## config.mk

```make
export PLATFORM = sky130hd
export DESIGN_NAME = upb_port
export DESIGN_NICKNAME = d
export VERILOG_FILES = /design/src/rtl/upb_pkg.sv /design/src/rtl/upb_mem.sv /design/src/rtl/upb_ctrl.sv /design/src/rtl/upb_port.sv
export SDC_FILE = /design/constraint.sdc
export NUM_CORES = 2
export LEC_CHECK = 0
export CORE_UTILIZATION = 25
export CTS_BUF_LIST = sky130_fd_sc_hd__clkbuf_2
export CTS_CLUSTER_DIAMETER = 150
export DETAILED_ROUTE_END_ITERATION = 8
export SETUP_SLACK_MARGIN = 0.5
export SLEW_MARGIN = 20
export SYNTH_ARGS = -nofsm -noshare
export SYNTH_HDL_FRONTEND = slang
export SYNTH_SLANG_ARGS = --single-unit
```

## constraint.sdc

```tcl
create_clock -name clk -period 7.5 [get_ports clk]
set_clock_uncertainty 0.05 [all_clocks]
set_input_delay 1.875 -clock clk [delete_from_list [all_inputs] [get_ports clk]]
set_output_delay 1.875 -clock clk [all_outputs]
set_load 0.005 [all_outputs]
```

## src/rtl/upb_pkg.sv

```systemverilog
// Shared types for the pipe packet buffer.
package upb_pkg;
    // Ownership state: FILL = writer side may add bytes, HELD = packet committed for the reader side.
    typedef enum logic {
        BUF_FILL = 1'b0,
        BUF_HELD = 1'b1
    } buf_state_e;
endpackage

```

## src/rtl/upb_mem.sv

```systemverilog
// Byte storage for one packet.
// Assumes: one write and one asynchronous read per cycle; contents are not reset,
// since a byte is only read after it has been written.
module upb_mem #(
    parameter int DEPTH = 256,
    parameter int PTR_W = 8,
    parameter int DW    = 8
) (
    input  logic             clk,
    input  logic             we,
    input  logic [PTR_W-1:0] waddr,
    input  logic [DW-1:0]    wdata,
    input  logic [PTR_W-1:0] raddr,
    output logic [DW-1:0]    rdata
);
    logic [DW-1:0] store_q [DEPTH];

    // Write one byte at the fill position.
    always_ff @(posedge clk) begin
        if (we) begin
            store_q[waddr] <= wdata;
        end
    end

    // Present the byte at the read position.
    always_comb begin
        rdata = store_q[raddr];
    end
endmodule

```

## src/rtl/upb_ctrl.sv

```systemverilog
// Fill/drain control for the pipe packet buffer.
// Handles the byte count, the read position, commit and release, and the sticky error flag.
// Assumes: dir_tx, max_pkt and auto_clr change only while the buffer is empty;
// max_pkt lies in 1..DEPTH.
module upb_ctrl
    import upb_pkg::*;
#(
    parameter int DEPTH = 256,
    parameter int LEN_W = 9,
    parameter int PTR_W = 8
) (
    input  logic             clk,
    input  logic             rst_n,
    input  logic             dir_tx,
    input  logic [LEN_W-1:0] max_pkt,
    input  logic             auto_clr,
    input  logic             cpu_wr,
    input  logic             cpu_rd,
    input  logic             cmd_end,
    input  logic             cmd_clr,
    input  logic             link_push,
    input  logic             link_end,
    input  logic             link_pop,
    output logic             mem_we,
    output logic [PTR_W-1:0] mem_waddr,
    output logic [PTR_W-1:0] mem_raddr,
    output logic             held,
    output logic [LEN_W-1:0] fill_cnt,
    output logic             at_last,
    output logic             err
);
    buf_state_e       state_q;
    logic [LEN_W-1:0] cnt_q;
    logic [LEN_W-1:0] rd_q;
    logic             err_q;

    logic             is_fill;
    logic             wr_req, end_req, rd_req;
    logic             wr_ok, rd_ok;
    logic [LEN_W-1:0] cnt_after;
    logic             commit, drop_empty;
    logic             empty_pop, drained, release_buf;
    logic             bad_wr, bad_rd;

    // Route the requests of the current direction to the writer and reader roles.
    always_comb begin
        is_fill = (state_q == BUF_FILL);
        wr_req  = dir_tx ? cpu_wr  : link_push;
        end_req = dir_tx ? cmd_end : link_end;
        rd_req  = dir_tx ? link_pop : cpu_rd;
    end

    // Decide acceptance, commit, release and illegal CPU accesses for this cycle.
    always_comb begin
        wr_ok       = is_fill && wr_req && (cnt_q < max_pkt);
        cnt_after   = cnt_q + LEN_W'(wr_ok);
        commit      = is_fill && ((wr_ok && (cnt_after == max_pkt)) || end_req);
        drop_empty  = commit && !dir_tx && auto_clr && (cnt_after == '0);
        rd_ok       = !is_fill && rd_req && (cnt_q != '0);
        empty_pop   = !is_fill && dir_tx && link_pop && (cnt_q == '0);
        drained     = rd_ok && ((rd_q + LEN_W'(1)) == cnt_q);
        release_buf = drained || empty_pop;
        bad_wr      = cpu_wr && !(dir_tx && is_fill);
        bad_rd      = cpu_rd && !(!dir_tx && !is_fill && (cnt_q != '0));
    end

    // Advance ownership state, byte count and read position; clear has priority.
    always_ff @(posedge clk) begin
        if (!rst_n || cmd_clr) begin
            state_q <= BUF_FILL;
            cnt_q   <= '0;
            rd_q    <= '0;
        end else if (is_fill) begin
            cnt_q <= cnt_after;
            rd_q  <= '0;
            if (commit && !drop_empty) begin
                state_q <= BUF_HELD;
            end
        end else if (release_buf) begin
            state_q <= BUF_FILL;
            cnt_q   <= '0;
            rd_q    <= '0;
        end else if (rd_ok) begin
            rd_q <= rd_q + LEN_W'(1);
        end
    end

    // Hold the error flag once any illegal CPU access is seen.
    always_ff @(posedge clk) begin
        if (!rst_n) begin
            err_q <= 1'b0;
        end else if (bad_wr || bad_rd) begin
            err_q <= 1'b1;
        end
    end

    // Drive storage control and status outputs.
    always_comb begin
        mem_we    = wr_ok && !cmd_clr;
        mem_waddr = cnt_q[PTR_W-1:0];
        mem_raddr = rd_q[PTR_W-1:0];
        held      = (state_q == BUF_HELD);
        fill_cnt  = cnt_q;
        at_last   = ((rd_q + LEN_W'(1)) == cnt_q);
        err       = err_q;
    end
endmodule

```

## src/rtl/upb_port.sv

```systemverilog
// Pipe packet buffer seen through a CPU byte port and a link push/pop handshake.
// cfg_dir_tx selects the direction. The CPU writes and the link pops, or the link pushes
// and the CPU reads.
// Assumes: configuration changes only while the buffer is empty.
module upb_port #(
    parameter int DEPTH = 256,
    parameter int DW    = 8,
    parameter int LEN_W = $clog2(DEPTH + 1)
) (
    input  logic             clk,
    input  logic             rst_n,
    input  logic             cfg_dir_tx,
    input  logic [LEN_W-1:0] cfg_max_pkt,
    input  logic             cfg_auto_clr,
    input  logic             cpu_wr_en,
    input  logic [DW-1:0]    cpu_wr_data,
    input  logic             cpu_rd_en,
    output logic [DW-1:0]    cpu_rd_data,
    input  logic             cmd_bval,
    input  logic             cmd_bclr,
    output logic             cpu_ready,
    output logic [LEN_W-1:0] cpu_rx_len,
    output logic             err_flag,
    output logic             tx_valid,
    output logic [LEN_W-1:0] tx_len,
    output logic [DW-1:0]    tx_data,
    output logic             tx_last,
    input  logic             tx_pop,
    output logic             rx_ready,
    input  logic             rx_wr,
    input  logic [DW-1:0]    rx_data,
    input  logic             rx_end
);
    localparam int PTR_W = $clog2(DEPTH);

    logic             mem_we;
    logic [PTR_W-1:0] mem_waddr, mem_raddr;
    logic [DW-1:0]    mem_wdata, mem_rdata;
    logic             held, at_last, err;
    logic [LEN_W-1:0] fill_cnt;

    // Pick the byte source of the writer role.
    always_comb begin
        mem_wdata = cfg_dir_tx ? cpu_wr_data : rx_data;
    end

    upb_ctrl #(.DEPTH(DEPTH), .LEN_W(LEN_W), .PTR_W(PTR_W)) ctrl_i (
        .clk       (clk),
        .rst_n     (rst_n),
        .dir_tx    (cfg_dir_tx),
        .max_pkt   (cfg_max_pkt),
        .auto_clr  (cfg_auto_clr),
        .cpu_wr    (cpu_wr_en),
        .cpu_rd    (cpu_rd_en),
        .cmd_end   (cmd_bval),
        .cmd_clr   (cmd_bclr),
        .link_push (rx_wr),
        .link_end  (rx_end),
        .link_pop  (tx_pop),
        .mem_we    (mem_we),
        .mem_waddr (mem_waddr),
        .mem_raddr (mem_raddr),
        .held      (held),
        .fill_cnt  (fill_cnt),
        .at_last   (at_last),
        .err       (err)
    );

    upb_mem #(.DEPTH(DEPTH), .PTR_W(PTR_W), .DW(DW)) mem_i (
        .clk   (clk),
        .we    (mem_we),
        .waddr (mem_waddr),
        .wdata (mem_wdata),
        .raddr (mem_raddr),
        .rdata (mem_rdata)
    );

    // Map internal ownership state onto the CPU and link views.
    always_comb begin
        cpu_ready   = cfg_dir_tx ? !held : (held && (fill_cnt != '0));
        cpu_rx_len  = (!cfg_dir_tx && held) ? fill_cnt : '0;
        cpu_rd_data = mem_rdata;
        err_flag    = err;
        tx_valid    = cfg_dir_tx && held;
        tx_len      = fill_cnt;
        tx_data     = mem_rdata;
        tx_last     = tx_valid && ((fill_cnt == '0) || at_last);
        rx_ready    = !cfg_dir_tx && !held;
    end
endmodule

```

# Word-level counts from Yosys, hierarchy flattened
# Memory sizes are Yosys's and may differ from the RTL's. A register that Yosys moved wholly into a read port is not among the register bits.
# Cells that the tools add are included.
dict set report word_totals {
  ff_bits 20
  ramBits 2048
  in_bits 36
  output_inout_bits 39
  wordCells 66
  mem_count 1
}
dict set report classes {
  n_addsub 2
  order_cmp 1
  n_eq_ne 3
  muxes 15
  bitwise 1
  n_reduce_logical 39
}
# name words word_bits read_ports rd_ports_with_merged_regs wr line_no
set memory_table {}
lappend memory_table {mem_i.store_q 256 8 1 1 1 upb_mem.sv:16} ;# logic [DW-1:0] store_q [DEPTH];
# operator count
set op_table {}
lappend op_table {{$mux W9} 3}
lappend op_table {{$mux W8} 3}
lappend op_table {{$logic_and A1 B1 Y1} 23}
lappend op_table {{$eq A9 B9 Y1} 2}
lappend op_table {{$logic_not A9 Y1} 2}
lappend op_table {{$add A9 B1 Y9} 1}
lappend op_table {{$add A9 B1 Y9 const B} 1}
lappend op_table {{$lt A9 B9 Y1} 1}
lappend op_table {{$mux W1} 9}
lappend op_table {{$reduce_bool A9 Y1} 1}
lappend op_table {{$logic_not A1 Y1} 7}
lappend op_table {{$logic_or A1 B1 Y1} 5}
lappend op_table {{$reduce_or A3 Y1} 1}
lappend op_table {{$ne A2 B2 Y1 const B} 1}
lappend op_table {{$not A1 Y1} 1}

# Longest topological paths before layout
dict set report depth {
  ltp_word 15
  depth_mapped 15
  depth_no_buf 15
}

# Modules after synthesis
# A second synthesis with hierarchy kept.
dict set report unflattened {
  hier_cells 4036
  hier_area_um2 81705.9
}
# module n_inst cells_each area_per_inst_um2 seq_area_each_um2
set by_module_without_submodules {}
lappend by_module_without_submodules {upb_mem 1 3725 79396.1 61499.0}
lappend by_module_without_submodules {upb_ctrl 1 274 2028.2 400.4}
lappend by_module_without_submodules {upb_port 1 37 281.5 0.0}

# Worst setup path before layout
# OpenSTA, ideal clock, no wires.
dict set report synth_timing {
  path_type {input port to flip-flop}
  start {in cfg_dir_tx}
  end {mem mem_i.store_q[0][0], data pin}
  setup_time_ns 0.556
  arrival_time_ns 4.248
  t_required_ns 6.894
  slack_ns 2.646
  cell_stages 3
  path_buffers 2
  cell_sequence {buf_2 > buf_1 > mux2_2}
}
dict set report synth_between {
  elab_chain_len 1
}
# element line_no
set synth_lines {}
lappend synth_lines {{start, declared} upb_port.sv:12} ;# input logic cfg_dir_tx,
lappend synth_lines {{$mux W8} upb_port.sv:44} ;# mem_wdata = cfg_dir_tx ? cpu_wr_data : rx_data;
lappend synth_lines {{net mem_i.wdata[0]} upb_mem.sv:12} ;# input logic [DW-1:0] wdata,
lappend synth_lines {{end, declared} upb_mem.sv:16}
# The timed path passes the listed nets, and every way through them passes these cells.

==> out/summary.md <==
Dividing the detail-routed via count by the number of cells gives 4.79. During placement, the flow inserted port buffers numbering 74. The floorplan has 209 rows.

Setup repair after global routing left no endpoint under its margin. After detailed routing, the number of remaining DRC violations is 0. The final hold violation count is 0. The delay contributed by the slowest stage of the critical path is 0.54 ns, and the power per standard cell area is 218 mW/mm^2.

After synthesis, the cell types taking the most area are sky130_fd_sc_hd__edfxtp_1, sky130_fd_sc_hd__mux4_2, sky130_fd_sc_hd__mux2i_1, sky130_fd_sc_hd__nor4_1, sky130_fd_sc_hd__nor2_1. The wire length per cell is 25.2 um. The number of nets in the final layout is 4672.

The tools report the total count of max-transition violations in the final report as 0. After routing the design area is 0.0956 mm^2. The count of flip-flops with a built-in enable after synthesis is 2048. Dominant register cell in the synthesized netlist: sky130_fd_sc_hd__edfxtp_1. The run gives 0 ns as the setup TNS.

The via total after detailed routing is 44553, and the biggest fanout along the worst timing path is 32. The tree built by TritonCTS fans out to 2076 sinks. The run gives 0.325 mm^2 as the core area.

The die outline width is 574 um. The launch point of the worst reg-to-reg path was ctrl_i.fill_cnt[6]. The run gives 75 as the I/O pin count. The worst pin sits at a relative slew slack of 13.9%. The depth of the worst hold-timing path came out at 1. The run gives 0.821 as the final weighted congestion in routability-driven placement. Summed over all nets, the half-perimeter wirelength after detailed placement is 134000 um. In this run the static leakage power is 28.9 nW. After clock tree synthesis, the flow added hold-fix buffers numbering 0.

Of all cell types, the one taking the most synthesized area is sky130_fd_sc_hd__edfxtp_1. The path class of the tightest hold or removal check is reg -> reg. Summing all placed instances gives a cell area of 0.0889 mm^2. For the worst setup path, the data required time is 5.58 ns. The slowest stage of the critical path is the sky130_fd_sc_hd__nor4bb_4 cell. After global routing the overflow that remains totals 0. The logic depth of the worst register-to-register path was 8; the clock period minus worst slack was 6.83 ns. For hold timing, the worst endpoint is ctrl_i.err. Counting along the longest clock path gives a buffer depth of 4. The H-tree generated during clock tree synthesis spans 6 levels.

Setup violations remaining at the end of the flow were counted as 0. The top cell types in the final layout, fill and taps aside, are sky130_fd_sc_hd__edfxtp_1, sky130_fd_sc_hd__clkbuf_2, sky130_fd_sc_hd__mux4_2. The die is 574 um tall. Of the cells placed in the final design, the portion with a size suffix greater than 1 is 34.9%.

The area share of the largest cell type after synthesis is 75.1%, and the clock network latency to the later pin of the worst-skew pair is 1.86 ns. The relative area change from synthesis to final layout works out to 16.8%. In the synthesized netlist the async set-or-reset flop fraction comes to 0%. The number of distinct library cells after synthesis came out at 70.

The final layout contains routed wiring with a total length of 234000 um. The tools report the proportion of synthesized chip area in sequential cells as 75.8%. Entering global routing, the biggest net connects 149 pins. Setup slack on the worst reg-to-reg path comes out at 2.97 ns.

The post-route clock period utilization was 91.1%; the slew at the pin closest to its max-slew limit was 1.29 ns. The maximum ir drop on the vdd rail was 0.000159 V. The first detailed-routing pass took 6 iterations. The tools report the number of warning messages in the yosys log as 0.

The run gives 13.9% as the global-route usage over all layers. The run gives 4.91 ns as the arrival time reported for the critical path endpoint. The run finished with clean final reports. Synthesis produced 4025 cells. The initial antenna violation count was 12. The post-synth net total was 4072. The summed instance area of the synthesized netlist came out at 0.0819 mm^2. The number of flip-flops and latches in the synthesized netlist is 2076, and the full die area is 0.330 mm^2. Terminus of the critical flop-to-flop path: mem_i.store_q[185][4]. The root buffer cell chosen for the clock tree is sky130_fd_sc_hd__clkbuf_2.

STA classifies the critical path endpoint as an output pin. The logs give 45633 for the number of global-route vias before repair and 25.2% for the starting density of the core. The run gives 0 as the total of max-cap violations. TritonCTS built the clock tree. The first global-routing pass estimated 334000 um of wire. The startpoint type of the worst setup path was a flop. A synthesized cell averages 20.3 um^2. The critical path is of the reg -> out type.

In this run, CTS created clock tree buffers numbering 538. Once detail routing completed, the nets flagged for antenna violations numbered 0. The clock-pin slew of the registers on the worst-case setup and hold paths is 0.14 ns, and the initial detailed-routing violation count is 4582.

The highest attainable clock frequency was 146 MHz. Leaving out fill and tap cells, the most frequent cell in the layout is sky130_fd_sc_hd__edfxtp_1. Traced cell by cell, the critical path runs through buf_12 -> nor4bb_4 -> a22oi_1 -> o211ai_1 -> or4_4 -> nand4_1 -> and4_4 -> dlygate4sd2_1. In this run the most critical hold path is launched from ctrl_i.err.
cell type report:
type	count	area [um^2]
antenna	9	22.5
clock buffer	742	3710
clock inverter	141	790
fill	31764	229000
inverter	24	92.6
multi-input combinational	1648	19500
sequential	2076	62100
tap	4325	5410
timing repair buffer	337	4010
worst max-delay path, delay by kind of cell, from the launching register on:
family / cells / cell delay (ns)
AOI/OAI and AO/OA: 2 / 0.37
buffers and inverters: 2 / 0.57
DFF: 1 / 0.53
and+or+nand+nor: 4 / 1.50
Yosys cell counts (9+ instances only):
cell,n
sky130_fd_sc_hd__and3_1,9
sky130_fd_sc_hd__inv_1,24
sky130_fd_sc_hd__nor2_1,200
sky130_fd_sc_hd__mux2i_1,123
sky130_fd_sc_hd__nand2_1,98
sky130_fd_sc_hd__o221ai_1,11
sky130_fd_sc_hd__o211ai_1,25
sky130_fd_sc_hd__a21oi_1,26
sky130_fd_sc_hd__a22o_1,10
sky130_fd_sc_hd__o21ai_1,14
sky130_fd_sc_hd__nand4_1,20
sky130_fd_sc_hd__and2_1,17
sky130_fd_sc_hd__buf_2,85
sky130_fd_sc_hd__nor2b_1,21
sky130_fd_sc_hd__xor2_1,9
sky130_fd_sc_hd__and4_1,9
sky130_fd_sc_hd__dfxtp_1,28
sky130_fd_sc_hd__nor3_1,15
sky130_fd_sc_hd__o21ai_0,41
sky130_fd_sc_hd__buf_4,50
sky130_fd_sc_hd__edfxtp_1,2048
sky130_fd_sc_hd__o22ai_1,49
sky130_fd_sc_hd__a22oi_1,55
sky130_fd_sc_hd__buf_6,24
sky130_fd_sc_hd__ha_1,11
sky130_fd_sc_hd__mux4_2,457
sky130_fd_sc_hd__a32oi_1,13
sky130_fd_sc_hd__nand3b_1,15
sky130_fd_sc_hd__buf_1,11
sky130_fd_sc_hd__nor4_1,133
sky130_fd_sc_hd__clkbuf_1,107
sky130_fd_sc_hd__xnor2_1,21
sky130_fd_sc_hd__or4_1,13
sky130_fd_sc_hd__a211oi_1,14
sky130_fd_sc_hd__nand3_1,33
sky130_fd_sc_hd__mux2_2,48
sky130_fd_sc_hd__a31oi_1,14
sky130_fd_sc_hd__a221oi_1,37
stage by stage:
stage	setup slack [ns]	std cells	total power, mW	hold slack [ns]	utilization [%]
2_1_floorplan	2.65	4025	13.3	0.414	-
3_3_place_gp	0.954	8327	13.6	0.406	27.3
3_5_place_dp	0.969	8327	13.6	0.407	27.4
4_1_cts	0.503	9292	21.0	0.435	29.4
5_1_grt	0.419	9300	21.6	0.495	29.4
6_report	0.669	9302	20.8	0.441	29.4
registers in the layout, summed over array words and instances (netlist names), named ones only:
signal           count
ctrl_i.rd_q          9
ctrl_i.fill_cnt      9
mem_i.store_q     2048
ctrl_i.held          1
ctrl_i.err           1
worst max-delay path by stage:
stage | startpoint | endpoint | slack, ns | cells past startpoint
after floorplan | cfg_dir_tx | mem_i.store_q[0][0] | 2.65 | 3
after global placement | flop | cpu_rd_data[6] | 0.95 | 7
after detailed placement | flop | cpu_rd_data[6] | 0.97 | 7
after CTS | flop | tx_data[3] | 0.50 | 10
after global routing | flop | cpu_rd_data[1] | 0.42 | 9
final | flop | tx_data[3] | 0.67 | 8
report_power, final:
part	switching [mW]	total (mW)	internal [mW]
Clock	4.57	7.49	2.92
Combinational	0.444	0.532	0.0871
Sequential	0.00331	12.8	12.8
kinds of logic (layout without fill, tap and decap cells):
logic type,Yosys count,in the layout,synth area share [%]
buffers and inverters,301,1244,1.96
AO/OA/AOI/OAI,362,362,3.17
other,0,9,0
XOR/XNOR,30,30,0.321
multiplexers,628,628,14.7
adder cells (fa/ha/maj),11,11,0.168
AND/OR/NAND/NOR,617,617,3.88
flip-flops,2076,2076,75.8
what timing repair did:
action | CTS | global route
endpoints found under the setup margin | 17 | 0
endpoints found under the hold margin | 0 | 0
gates resized for setup | 207 | 0
buffers inserted | 62 | 0
metal layers:
metal,share of wire [%],GRT usage [%],wire [um],vias to the layer above
met1,40,18.2,94600,23502
met2,48,22.4,112000,2233
li1,-,-,-,18426
met5,0.0056,0,13,-
met3,8.6,3.22,20200,390
met4,3.3,5.33,7630,2
Power figures use the tool's default switching activity.
